--- src/rtl/ppf_pkg.sv ---
package ppf_pkg;
   localparam int ATTR_WORD = 32;
   localparam int FAULT_BIT = 0;

   typedef enum logic [2:0] {
      RA_CTRL    = 3'd0,
      RA_ATTR_LO = 3'd1,
      RA_ATTR_HI = 3'd2,
      RA_FLAGS   = 3'd3,
      RA_FSET    = 3'd4,
      RA_FCLR    = 3'd5,
      RA_IEN     = 3'd6,
      RA_FID     = 3'd7
   } ppf_reg_e;
endpackage

--- src/rtl/ppf_gate.sv ---
module ppf_gate #(
   parameter int NPERIPH = 64,
   parameter int PID_W   = 6,
   parameter int AW      = 12,
   parameter int DW      = 32
) (
   input  logic               m_valid,
   input  logic               m_priv,
   input  logic               m_write,
   input  logic [PID_W-1:0]   m_pid,
   input  logic [AW-1:0]      m_addr,
   input  logic [DW-1:0]      m_wdata,
   output logic [DW-1:0]      m_rdata,
   output logic               m_ready,
   output logic [NPERIPH-1:0] p_sel,
   output logic               p_write,
   output logic [AW-1:0]      p_addr,
   output logic [DW-1:0]      p_wdata,
   input  logic [DW-1:0]      p_rdata,
   input  logic [NPERIPH-1:0] prot_vec,
   input  logic               filt_en,
   output logic               blk
);
   localparam int SLOTS = 1 << PID_W;
   localparam logic [PID_W:0] CNT = NPERIPH[PID_W:0];

   logic [SLOTS-1:0] prot_ext;
   logic             in_rng, fwd;

   for (genvar i = 0; i < SLOTS; i++) begin : g_ext
      if (i < NPERIPH) begin : g_real
         assign prot_ext[i] = prot_vec[i];
      end else begin : g_pad
         assign prot_ext[i] = 1'b0;
      end
   end

   assign in_rng = ({1'b0, m_pid} < CNT);
   assign blk    = m_valid & filt_en & ~m_priv & prot_ext[m_pid];
   assign fwd    = m_valid & ~blk & in_rng;

   for (genvar i = 0; i < NPERIPH; i++) begin : g_sel
      assign p_sel[i] = fwd & (m_pid == PID_W'(i));
   end

   assign p_write = fwd & m_write;
   assign p_addr  = m_addr;
   assign p_wdata = m_wdata;
   assign m_rdata = fwd ? p_rdata : '0;
   assign m_ready = m_valid;
endmodule

--- src/rtl/ppf_regs.sv ---
module ppf_regs #(
   parameter int IRQ_W = 4,
   parameter int PID_W = 6
) (
   input  logic             clk,
   input  logic             rst_n,
   input  logic             cfg_valid,
   input  logic             cfg_priv,
   input  logic             cfg_write,
   input  logic [2:0]       cfg_addr,
   input  logic [31:0]      cfg_wdata,
   output logic [31:0]      cfg_rdata,
   input  logic [IRQ_W-1:0] flags,
   input  logic [IRQ_W-1:0] ien,
   input  logic [PID_W-1:0] fid,
   output logic             filt_en,
   output logic [31:0]      attr_lo,
   output logic [31:0]      attr_hi,
   output logic [IRQ_W-1:0] set_mask,
   output logic [IRQ_W-1:0] clr_mask,
   output logic             ien_we
);
   import ppf_pkg::*;

   logic     we;
   ppf_reg_e ra;

   assign we = cfg_valid & cfg_write & cfg_priv;
   assign ra = ppf_reg_e'(cfg_addr);

   always_ff @(posedge clk or negedge rst_n) begin
      if (!rst_n) begin
         filt_en <= 1'b1;
         attr_lo <= '0;
         attr_hi <= '0;
      end else if (we) begin
         if (ra == RA_CTRL)    filt_en <= cfg_wdata[0];
         if (ra == RA_ATTR_LO) attr_lo <= cfg_wdata;
         if (ra == RA_ATTR_HI) attr_hi <= cfg_wdata;
      end
   end

   assign set_mask = (we && ra == RA_FSET) ? cfg_wdata[IRQ_W-1:0] : '0;
   assign clr_mask = (we && ra == RA_FCLR) ? cfg_wdata[IRQ_W-1:0] : '0;
   assign ien_we   = we && ra == RA_IEN;

   always_comb begin
      cfg_rdata = '0;
      case (ra)
         RA_CTRL:    cfg_rdata = {31'b0, filt_en};
         RA_ATTR_LO: cfg_rdata = attr_lo;
         RA_ATTR_HI: cfg_rdata = attr_hi;
         RA_FLAGS:   cfg_rdata = 32'(flags);
         RA_FSET:    cfg_rdata = 32'(flags & ien);
         RA_IEN:     cfg_rdata = 32'(ien);
         RA_FID:     cfg_rdata = 32'(fid);
         default:    cfg_rdata = '0;
      endcase
   end

   AST_UNPRIV_CFG_IGNORED: assert property (@(posedge clk) disable iff (!rst_n)
      (cfg_valid && cfg_write && !cfg_priv) |=>
      ($stable(filt_en) && $stable(attr_lo) && $stable(attr_hi)));
endmodule

--- src/rtl/ppf_irq.sv ---
module ppf_irq #(
   parameter int IRQ_W = 4,
   parameter int PID_W = 6
) (
   input  logic             clk,
   input  logic             rst_n,
   input  logic [IRQ_W-1:0] set_mask,
   input  logic [IRQ_W-1:0] clr_mask,
   input  logic             ien_we,
   input  logic [IRQ_W-1:0] ien_wdata,
   input  logic             hw_fault,
   input  logic [PID_W-1:0] hw_pid,
   output logic [IRQ_W-1:0] flags,
   output logic [IRQ_W-1:0] ien,
   output logic [PID_W-1:0] fid,
   output logic [IRQ_W-1:0] irq
);
   import ppf_pkg::*;

   logic [IRQ_W-1:0] hw_mask;

   assign hw_mask = hw_fault ? IRQ_W'(1 << FAULT_BIT) : '0;

   always_ff @(posedge clk or negedge rst_n) begin
      if (!rst_n) begin
         flags <= '0;
         ien   <= '0;
         fid   <= '0;
      end else begin
         flags <= (flags & ~clr_mask) | set_mask | hw_mask;
         if (ien_we)   ien <= ien_wdata;
         if (hw_fault) fid <= hw_pid;
      end
   end

   assign irq = flags & ien;

   AST_HW_BEATS_CLEAR: assert property (@(posedge clk) disable iff (!rst_n)
      hw_fault |=> flags[FAULT_BIT]);
   AST_FID_CAPTURE: assert property (@(posedge clk) disable iff (!rst_n)
      hw_fault |=> (fid == $past(hw_pid)));
endmodule

--- src/rtl/periph_priv_filter.sv ---
module periph_priv_filter #(
   parameter int NPERIPH = 64,
   parameter int AW      = 12,
   parameter int DW      = 32,
   parameter int IRQ_W   = 4,
   localparam int PID_W  = (NPERIPH > 1) ? $clog2(NPERIPH) : 1
) (
   input  logic               clk,
   input  logic               rst_n,
   input  logic               m_valid,
   input  logic               m_priv,
   input  logic               m_write,
   input  logic [PID_W-1:0]   m_pid,
   input  logic [AW-1:0]      m_addr,
   input  logic [DW-1:0]      m_wdata,
   output logic [DW-1:0]      m_rdata,
   output logic               m_ready,
   output logic [NPERIPH-1:0] p_sel,
   output logic               p_write,
   output logic [AW-1:0]      p_addr,
   output logic [DW-1:0]      p_wdata,
   input  logic [DW-1:0]      p_rdata,
   input  logic               cfg_valid,
   input  logic               cfg_priv,
   input  logic               cfg_write,
   input  logic [2:0]         cfg_addr,
   input  logic [31:0]        cfg_wdata,
   output logic [31:0]        cfg_rdata,
   output logic [IRQ_W-1:0]   irq
);
   import ppf_pkg::*;

   if (NPERIPH < 1 || NPERIPH > 2 * ATTR_WORD) begin : g_bad_n
      $error("NPERIPH must lie in 1..64");
   end
   if (IRQ_W < 1 || IRQ_W > 32) begin : g_bad_irq
      $error("IRQ_W must lie in 1..32");
   end

   logic               filt_en, blk, ien_we;
   logic [31:0]        attr_lo, attr_hi;
   logic [NPERIPH-1:0] prot_vec;
   logic [IRQ_W-1:0]   flags, ien, set_mask, clr_mask;
   logic [PID_W-1:0]   fid;

   for (genvar i = 0; i < NPERIPH; i++) begin : g_prot
      if (i < ATTR_WORD) begin : g_lo
         assign prot_vec[i] = attr_lo[i];
      end else begin : g_hi
         assign prot_vec[i] = attr_hi[i-ATTR_WORD];
      end
   end

   ppf_gate #(.NPERIPH(NPERIPH), .PID_W(PID_W), .AW(AW), .DW(DW)) u_gate (
      .m_valid(m_valid), .m_priv(m_priv), .m_write(m_write), .m_pid(m_pid),
      .m_addr(m_addr), .m_wdata(m_wdata), .m_rdata(m_rdata), .m_ready(m_ready),
      .p_sel(p_sel), .p_write(p_write), .p_addr(p_addr), .p_wdata(p_wdata),
      .p_rdata(p_rdata), .prot_vec(prot_vec), .filt_en(filt_en), .blk(blk));

   ppf_regs #(.IRQ_W(IRQ_W), .PID_W(PID_W)) u_regs (
      .clk(clk), .rst_n(rst_n), .cfg_valid(cfg_valid), .cfg_priv(cfg_priv),
      .cfg_write(cfg_write), .cfg_addr(cfg_addr), .cfg_wdata(cfg_wdata),
      .cfg_rdata(cfg_rdata), .flags(flags), .ien(ien), .fid(fid),
      .filt_en(filt_en), .attr_lo(attr_lo), .attr_hi(attr_hi),
      .set_mask(set_mask), .clr_mask(clr_mask), .ien_we(ien_we));

   ppf_irq #(.IRQ_W(IRQ_W), .PID_W(PID_W)) u_irq (
      .clk(clk), .rst_n(rst_n), .set_mask(set_mask), .clr_mask(clr_mask),
      .ien_we(ien_we), .ien_wdata(cfg_wdata[IRQ_W-1:0]), .hw_fault(blk),
      .hw_pid(m_pid), .flags(flags), .ien(ien), .fid(fid), .irq(irq));

   AST_BLOCK_NO_SEL: assert property (@(posedge clk) disable iff (!rst_n)
      (m_valid && !m_priv && filt_en && prot_vec[m_pid]) |-> (p_sel == '0 && !p_write));
   AST_BLOCK_RD_ZERO: assert property (@(posedge clk) disable iff (!rst_n)
      (m_valid && !m_write && !m_priv && filt_en && prot_vec[m_pid]) |-> (m_rdata == '0));
   AST_BLOCK_FLAG: assert property (@(posedge clk) disable iff (!rst_n)
      (m_valid && !m_priv && filt_en && prot_vec[m_pid]) |=> flags[FAULT_BIT]);
   AST_OFF_PASS: assert property (@(posedge clk) disable iff (!rst_n)
      (m_valid && !filt_en) |-> ($onehot(p_sel) && p_sel[m_pid]));
   AST_READ_KEEPS_FLAGS: assert property (@(posedge clk) disable iff (!rst_n)
      (!(cfg_valid && cfg_write) && !(m_valid && !m_priv && filt_en && prot_vec[m_pid]))
      |=> $stable(flags));
endmodule

--- config.mk ---
export PLATFORM = sky130hd
export DESIGN_NAME = periph_priv_filter
export DESIGN_NICKNAME = d
export VERILOG_FILES = /design/src/rtl/ppf_pkg.sv /design/src/rtl/ppf_gate.sv /design/src/rtl/ppf_regs.sv /design/src/rtl/ppf_irq.sv /design/src/rtl/periph_priv_filter.sv
export SDC_FILE = /design/constraint.sdc
export NUM_CORES = 1
export LEC_CHECK = 0
export BUFFER_PORTS_ARGS = -buffer_cell sky130_fd_sc_hd__buf_2
export CORE_MARGIN = 1.5
export CORE_UTILIZATION = 40
export CTS_BUF_LIST = sky130_fd_sc_hd__clkbuf_2 sky130_fd_sc_hd__clkbuf_4 sky130_fd_sc_hd__clkbuf_8
export DETAILED_ROUTE_END_ITERATION = 8
export GPL_TIMING_DRIVEN = 0
export HOLD_SLACK_MARGIN = 0.06
export MAX_ROUTING_LAYER = met4
export PLACE_DENSITY = 0.77
export SLEW_MARGIN = 20
export SYNTH_ARGS = -nofsm -noshare
export SYNTH_HDL_FRONTEND = slang
export SYNTH_SLANG_ARGS = --single-unit
--- constraint.sdc ---
create_clock -name clk -period 3.12 [get_ports clk]
set_input_delay 0.624 -clock clk [delete_from_list [all_inputs] [get_ports clk]]
set_output_delay 0.624 -clock clk [all_outputs]
set_load 0.005 [all_outputs]
==> impl_metrics.yaml, run 1 <==
sta:
  relSlewSlack_pct: 40.5
  finClkSkew_ns: 0.00962
  whs_ns: 0.218
  fin_crit_sh_pct: 109
  worst_slack_ns: -0.288
  hold_violations: 0
  fin_setup_tns_ns: -11.68
  fmax_mhz: 293
  period_minus_slack_ns: 3.41
  setup_viol: 81
  maxSlewViolCount: 0
  rsz0062_at_grt: "true"
  max_slew.worst_pin.slew_ns: 0.890
synthesis:
  synth_edf_count: 0
  syn_avg_cell_area_um2: 9.65
  synthCells: 551
  ys.flop_type: "dfrtp_1"
  async_flop_share_pct: 100
  synth_area_mm2: 0.00532
  synth_seq_cells: 79
  synth_seq_area_share_pct: 37.2
  synth_warnings: 0
  synthDistinctLibCells: 42
  synth_nets: 676
placement:
  gp_congestion: 0.931
  place_hpwl_um: 16700
  portBuffers: 255
  placed_cells: 979
hold_path:
  holdCritPathClass: "in2async"
detailed_routing:
  first_iter_violations: 394
  vias: 5428
  post_drt_wl_per_cell_um: 21.0
  dr.pass1.iters: 5
  drc_errors: 0
  via_per_inst: 5.34
  wirelength_um: 21300
  ant_nets: 0
pwr:
  p_per_area_mw_per_mm2: 398
  power.total_mw: 3.11
  p_leak_nw: 3.90
  vdd_drop_max_mv: 0.323
clocking:
  root_buffer: "clkbuf_8"
  clock-sinks: 79
  cts-htree-levels: 3
  cts_made_buffers: 9
  hold_buffers: 0
  insertion_delay_ns: 0.37
  cts_tree: "built"
  clockBufferDepth: 2
  clk_pin_slew_ns: 0.07
status:
  status: "finished with violations"
  violations: "setup timing"
critical_path:
  crit_chain: "buf_8, buf_12, buf_12, buf_12, mux2i_2, a22oi_1, nand3_1, a41oi_4, or4_4, buf_6, nor2_2, buf_2"
  critPathBufInv: 6
  critPathMaxFanout: 7
  crit_family: "simple AND/OR/NAND/NOR gates"
  crit_type: "in2out"
  cpMostUsedCell: "buf_12"
  critPathLaunchType: "input port"
  crit_arrival_ns: 2.78
  end_kind: "output port"
  critPathMaxStageDelay_ns: 0.62
  worstPathRequired_ns: 2.50
  cp_slowest_cell: "or4_4"
floorplan:
  dieArea_mm2: 0.0140
  rows: 41
  coreArea_mm2: 0.0128
  die-width_um: 118
  io_pins: 303
  die_y_um: 118
  initial_core_util_pct: 41.6
global_routing:
  grt_pass1_wl_um: 30800
  grt_usage_pct: 29.9
  grt_max_degree: 43
  antenna_found_initial: 0
  grt_pass1_vias: 5061
  gr-total-overflow: 0
cells_and_area:
  final_layout_size_suffix_gt1_share_pct: 60.9
  nNetsFinal: 965
  final_common_cell: "buf_2"
  syn2layout_area_growth_pct: 47.0
  final_cell_mix: "buf_2 (225), dfrtp_1 (78), mux2_2 (77), nor2_1 (71), buf_4 (61)"
  instances_no_fill: 1016
run:
  maxCapViolations: 0
cell usage after synthesis (4+ instances only):
cell type	count	area share [%]
dfrtp_1	78	37
nand2_1	30	2.1
clkbuf_1	27	1.9
buf_2	8	0.75
nor2_4	10	2.1
a21oi_1	9	0.85
and2_1	36	4.2
a22oi_1	39	5.5
buf_4	45	6.4
inv_1	5	0.35
mux2_2	77	16
nand4_1	4	0.47
mux2i_1	29	5.5
nand3_1	13	1.2
o21ai_0	8	0.75
nor2b_1	7	0.82
nor3_1	5	0.47
nor2_1	82	5.8
report_power, final:
group	switching [mW]	total, mW	leakage [nW]	internal (mW)
Clock	0.368	0.709	0.0922	0.341
Sequential	0.183	1.43	1.01	1.24
Combinational	0.430	0.976	2.80	0.546
Total	0.981	3.11	3.90	2.13
final cells by class:
class	count	area [um2]
diodes	1	2.50
multi-input cells	382	3030
well taps	172	215
plain buffers	82	628
clock buffers	13	166
flip-flops and latches	79	1980
repair buffers	281	1770
fillers	1101	4960
inverters	5	18.8
clock inverters	1	5.00
final timing paths:
path	start	end	slack (ns)	cells past startpoint
min in group clk	cfg_wdata[4]	u_regs.attr_hi[4]$_DFFE_PN0P_	0.50	2
hold / removal	rst_n	u_regs.attr_lo[19]$_DFFE_PN0P_	0.22	1
setup reg to reg	u_regs.attr_lo[30]$_DFFE_PN0P_	u_irq.fid[3]$_DFFE_PN0P_	0.49	8
hold reg to reg	u_irq.fid[4]$_DFFE_PN0P_	u_irq.fid[4]$_DFFE_PN0P_	0.50	1
setup / recovery	m_pid[1]	p_sel[2]	-0.29	12
max in group asynchronous	rst_n	u_regs.attr_hi[3]$_DFFE_PN0P_	2.31	2
repair_timing:
action                     in CTS  in global routing
setup endpoints to repair      96                 99
buffers inserted               15                  5
pin swaps                      20                 42
gates cloned                    5                  0
gates resized for setup        70                 79
sequential cells by signal (all words and copies together), names as in the netlist:
register        count
u_irq.ien           4
u_irq.fid           6
u_regs.filt_en      1
u_regs.attr_lo     32
u_irq.flags         4
u_regs.attr_hi     32
logic make-up (layout without fill, tap and decap cells):
| group | Yosys count | in the layout | share of synthesized area [%] |
|---|---|---|---|
| AND/OR/NAND/NOR | 202 | 202 | 19.2 |
| multiplexers | 109 | 109 | 22.9 |
| buffers and inverters | 90 | 382 | 10.6 |
| flip-flops | 79 | 79 | 37.2 |
| AO/OA/AOI/OAI | 71 | 71 | 10.0 |
| other | 0 | 1 | 0 |
per-layer routing:
metal,GRT usage [%],vias to the layer above,wire [um]
met5,-,-,0
met4,7.32,0,367
met3,6.42,32,1660
met2,49.1,280,10800
met1,37.6,2667,8490
li1,-,2449,-
metrics by stage:
| stage | worst slack, ns | util, % | instance area (um2) |
|---|---|---|---|
| floorplan | 0.0318 | - | 5320 |
| global placement | -0.638 | 53.3 | 6810 |
| detailed placement | -0.667 | 53.5 | 6830 |
| CTS | -0.287 | 58.4 | 7470 |
| global route | -0.315 | 61.2 | 7810 |
| finish | -0.288 | 61.2 | 7820 |
No activity file was read; power rests on OpenSTA's default activity.
==> run 2, diff against run 1 <==
- PLACE_DENSITY: 0.77 -> 0.74
- clock period: 3.12 -> 3.95 ns (I/O delays scaled with it)
==> impl_metrics.yaml, run 2 (same netlist as run 1, synthesis figures left out) <==
cells_and_area:
  final_common_cell: "buf_2"
  nNetsFinal: 950
  fill_cells: 1161
  reg_top3: "u_regs.attr_hi: 32 flops, u_regs.attr_lo: 32 flops, u_irq.fid: 6 flops"
  final_cell_mix: "buf_2 (258), nor2_1 (81), dfrtp_1 (78), mux2_2 (77), buf_4 (54)"
  final_util_pct: 56.3
  final_layout_size_suffix_gt1_share_pct: 52.8
  syn2layout_area_growth_pct: 35.3
  instances_no_fill: 1008
  fin_area_mm2: 0.00720
clocking:
  clk_pin_slew_ns: 0.08
  cts-htree-levels: 3
  cts_tree: "built"
  hold_buffers: 0
  cts_made_buffers: 9
  insertion_delay_ns: 0.37
  clockBufferDepth: 2
  clock-sinks: 79
  root_buffer: "clkbuf_8"
floorplan:
  rows: 41
  io_pins: 303
  coreArea_mm2: 0.0128
  die_y_um: 118
  die-width_um: 118
  dieArea_mm2: 0.0140
  initial_core_util_pct: 41.6
run:
  maxCapViolations: 0
sta:
  relSlewSlack_pct: 25.6
  fin_crit_sh_pct: 98.2
  max_slew.worst_pin.slew_ns: 1.11
  hold_violations: 0
  finClkSkew_ns: 0.00818
  period_minus_slack_ns: 3.88
  fin_setup_tns_ns: 0
  rsz0062_at_grt: "false"
  worst_slack_ns: 0.0698
  maxSlewViolCount: 0
  setup_viol: 0
  fmax_mhz: 258
critical_path:
  critPathMaxFanout: 10
  crit_type: "in2out"
  critPathMaxStageDelay_ns: 0.52
  cpMostUsedCell: "buf_2"
  cp_slowest_cell: "mux4_2"
  crit_family: "multiplexers"
  critPathBufInv: 5
  crit_chain: "buf_2, buf_12, mux4_2, mux2_4, nand2_2, a2111oi_4, or4_1, buf_4, buf_8, nor2_4, buf_2"
  critPathLaunchType: "input port"
  worstPathRequired_ns: 3.16
  end_kind: "output port"
  crit_arrival_ns: 3.09
status:
  status: "completed"
placement:
  gp_congestion: 0.907
  place_hpwl_um: 16500
  dp_slack_ns: -0.202
  placed_cells: 979
  placed_area_mm2: 0.00684
  portBuffers: 255
global_routing:
  met3_usage_pct: 8.06
  grt_max_degree: 56
  busiest_layer: "met2"
  gr-total-overflow: 0
  grtUsageMet2_pct: 48.9
  grt_pass1_vias: 5136
  grt_usage_pct: 29.2
  grt_use_met1_pct: 34.9
  grt_pass1_wl_um: 30300
  antenna_found_initial: 7
detailed_routing:
  vias: 5307
  wirelength_um: 20500
  dr.pass1.iters: 5
  via_per_inst: 5.26
  post_drt_wl_per_cell_um: 20.3
  ant_nets: 0
  drc_errors: 0
  first_iter_violations: 381
pwr:
  p_leak_nw: 3.66
  p_per_area_mw_per_mm2: 335
  vdd_drop_max_mv: 0.253
hold_path:
  holdCritPathClass: "in2async"
-- run 2: changes by cell type in the layout (fill, tap and decap cells not counted), moves of 6 or more --
| cell | delta |
|---|---|
| diode_2 | +6 |
| nor2_2 | -9 |
| buf_2 | +33 |
| and2_1 | +29 |
| buf_4 | -7 |
| buf_6 | -38 |
| and2_4 | -29 |
| nor2_1 | +10 |
-- run 2: final cells by class --
class | count | area [um2] | share of cell area [%]
antenna | 7 | 17.5 | 0.243
buffer | 85 | 582 | 8.09
clock buffer | 12 | 153 | 2.12
clock inverter | 3 | 43.8 | 0.609
inverter | 5 | 18.8 | 0.261
multi-input combinational | 382 | 2830 | 39.3
sequential | 79 | 1980 | 27.5
tap | 172 | 215 | 2.99
timing repair buffer | 263 | 1360 | 18.9
-- run 2: worst reg2reg max path: cells and delay by family (launching register included) --
family           cells  cell delay, ns
AND/OR/NAND/NOR      1            0.09
AO/OA/AOI/OAI        2            0.69
multiplexers         3            1.19
flip-flops           1            0.40
-- run 2: power by group --
part	switching [mW]	total, mW	leakage (nW)	internal (mW)
combinational	0.310	0.675	2.54	0.365
sequential	0.139	1.12	1.01	0.982
clock	0.291	0.612	0.103	0.320
total	0.741	2.41	3.66	1.67
-- run 2: worst paths after layout --
path	start	endpoint	slack, ns	depth (start not counted)
setup reg to reg	u_regs.attr_lo[31]$_DFFE_PN0P_	u_irq.fid[5]$_DFFE_PN0P_	1.47	6
setup / recovery	m_pid[1]	p_sel[22]	0.07	11
hold / removal	rst_n	u_regs.attr_lo[16]$_DFFE_PN0P_	0.33	1
max in group asynchronous	rst_n	u_regs.filt_en$_DFFE_PN1P_	2.99	2
min in group clk	u_irq.fid[4]$_DFFE_PN0P_	u_irq.fid[4]$_DFFE_PN0P_	0.48	1
hold reg to reg	u_irq.fid[4]$_DFFE_PN0P_	u_irq.fid[4]$_DFFE_PN0P_	0.48	1
-- run 2: per-stage QoR --
| stage | total power, mW | hold slack (ns) |
|---|---|---|
| detailed placement | 1.78 | 0.467 |
| global placement | 1.76 | 0.465 |
| finish | 2.41 | 0.327 |
| CTS | 2.40 | 0.323 |
| global route | 2.52 | 0.339 |
| floorplan | 1.50 | 0.450 |
-- run 2: timing repair --
action                                  CTS  global route
endpoints found under the hold margin     0             0
setup buffers                             3             4
endpoints found under the setup margin   60            63
pin swaps                                 3             4
resized for setup                         6            15
-- run 2: metal layers --
metal  wire [um]  share of wire (%)  vias to the layer above
met4         170               0.83                        0
met3        1670                8.2                       13
met5           0                  0                        -
li1            -                  -                     2438
met1        8200                 40                     2584
met2       10400                 51                      272
==> run 3, diff against run 2 <==
- RECOVER_POWER: unset -> 50
==> impl_metrics.yaml, run 3 (same netlist as run 1, synthesis figures left out) <==
detailed_routing:
  dr.pass1.iters: 5
  wirelength_um: 20400
  via_per_inst: 5.26
  drc_errors: 0
  ant_nets: 0
  post_drt_wl_per_cell_um: 20.3
  met1_length_um: 8240
  maxUsedRoutingLayer: "met4"
  wl_met2_um: 10400
  wl_met3_um: 1580
  vias: 5311
  first_iter_violations: 389
critical_path:
  crit_arrival_ns: 3.09
  critPathMaxFanout: 10
  worstPathRequired_ns: 3.16
  ff2ff_path_depth: 6
  end_kind: "output port"
  critPathLaunchType: "input port"
  regToRegSetupSlack_ns: 1.48
  crit_type: "in2out"
  r2r_end: "u_irq.fid[5]$_DFFE_PN0P_"
  r2r_start: "u_regs.attr_lo[31]$_DFFE_PN0P_"
pwr:
  vdd_drop_max_mv: 0.245
  power.share.clock_pct: 25.5
  p_sw_mw: 0.739
  p_leak_nw: 3.58
  seq_power_share_pct: 46.7
  comb_power_share_pct: 27.7
  intPower_mw: 1.66
  sw_frac_of_total_pct: 30.8
  power.total_mw: 2.40
  p_per_area_mw_per_mm2: 336
clocking:
  cts_made_buffers: 9
  cts_tree: "built"
  hold_buffers: 0
  clock-sinks: 79
  clk_pin_slew_ns: 0.07
  root_buffer: "clkbuf_8"
  insertion_delay_ns: 0.37
  clockBufferDepth: 2
  cts-htree-levels: 3
sta:
  max_slew.worst_pin.slew_ns: 1.37
  fin_crit_sh_pct: 98.2
  setup_viol: 0
  maxSlewViolCount: 0
  period_minus_slack_ns: 3.88
  fmax_mhz: 258
  rsz0062_at_grt: "false"
  finClkSkew_ns: 0.00764
  fin_setup_tns_ns: 0
  relSlewSlack_pct: 8.41
  hold_violations: 0
placement:
  place_hpwl_um: 16500
  gp_congestion: 0.907
  portBuffers: 255
cells_and_area:
  final_common_cell: "buf_2"
  nNetsFinal: 950
  final_util_pct: 55.9
  reg_top3: "u_regs.attr_hi: 32 flops, u_regs.attr_lo: 32 flops, u_irq.fid: 6 flops"
  final_cell_mix: "buf_2 (239), nor2_1 (81), dfrtp_1 (78), mux2_2 (77), clkbuf_1 (47)"
  syn2layout_area_growth_pct: 34.2
  final_layout_size_suffix_gt1_share_pct: 50.1
global_routing:
  grt_pass1_wl_um: 30300
  grt_usage_pct: 29.2
  antenna_found_initial: 7
  grt_pass1_vias: 5136
  gr-total-overflow: 0
  grt_max_degree: 56
floorplan:
  rows: 41
  coreArea_mm2: 0.0128
  io_pins: 303
  initial_core_util_pct: 41.6
  die-width_um: 118
  dieArea_mm2: 0.0140
  die_y_um: 118
run:
  maxCapViolations: 0
hold_path:
  hold_depth: 1
  holdCritPathClass: "reg2reg"
  min_from: "u_irq.fid[4]$_DFFE_PN0P_"
  worst_hold_path.endpoint: "u_irq.fid[4]$_DFFE_PN0P_"
status:
  status: "completed"
run 3: cell types whose count changed in the layout (fill, tap and decap cells not counted), moves of 2 or more:
cell / previous run / this run
clkbuf_4: 4 / 30
buf_4: 54 / 25
and2_1: 36 / 34
clkbuf_1: 25 / 47
buf_2: 258 / 239
and2_0: 0 / 2
run 3: area by class of cell:
cell class | instances | area, um2
buffer | 85 | 573
clock buffer | 12 | 153
multi-input combinational | 382 | 2830
clock inverter | 3 | 43.8
fill | 1185 | 5640
tap | 172 | 215
sequential | 79 | 1980
timing repair buffer | 263 | 1310
inverter | 5 | 18.8
antenna | 8 | 20.0
run 3: how the worst max path moves through the flow:
stage,to,slack [ns],startpoint,cells past startpoint
global placement,m_rdata[14],-0.22,m_pid[1],12
CTS,p_sel[22],0.002,m_pid[1],11
global route,p_sel[22],0.006,m_pid[1],12
detailed placement,m_rdata[14],-0.20,m_pid[1],12
finish,p_sel[22],0.07,m_pid[1],11
floorplan,p_sel[16],0.53,m_pid[1],9
run 3: metrics by stage:
step	setup WS, ns	area, um2	hold WS [ns]	cells
final	0.0692	7140	0.483	1009
after global routing	0.00640	7130	0.502	1008
after CTS	0.00169	7090	0.323	997
after detailed placement	-0.202	6840	0.467	979
after global placement	-0.222	6810	0.465	978
after floorplan	0.530	5320	0.450	551
run 3: power by group through the flow:
| stage | Sequential, mW | Clock, mW | Combinational [mW] |
|---|---|---|---|
| 2_1_floorplan | 1.08 | 0 | 0.422 |
| 3_3_place_gp | 1.12 | 0 | 0.634 |
| 3_5_place_dp | 1.13 | 0 | 0.654 |
| 4_1_cts | 1.11 | 0.620 | 0.663 |
| 5_1_grt | 1.14 | 0.653 | 0.717 |
| 6_report | 1.12 | 0.612 | 0.665 |
run 3: critical path: stages:
cell and delay (ns):
buf_2 0.13, buf_12 0.13, mux4_2 0.52, mux2_4 0.28
nand2_2 0.09, a2111oi_4 0.11, or4_1 0.41, buf_4 0.19
buf_8 0.18, nor2_4 0.11, buf_2 0.13
run 3: metal layers:
layer / vias up / track usage [%]
met4: 0 / 7.01
met2: 265 / 48.9
li1: 2437 / -
met1: 2594 / 34.9
met5: - / -
met3: 15 / 8.06
run 3: what timing repair did:
item,in CTS,in global routing
gates resized for setup,6,15
buffers inserted,3,4
pin swaps,3,4
setup endpoints to repair,60,63
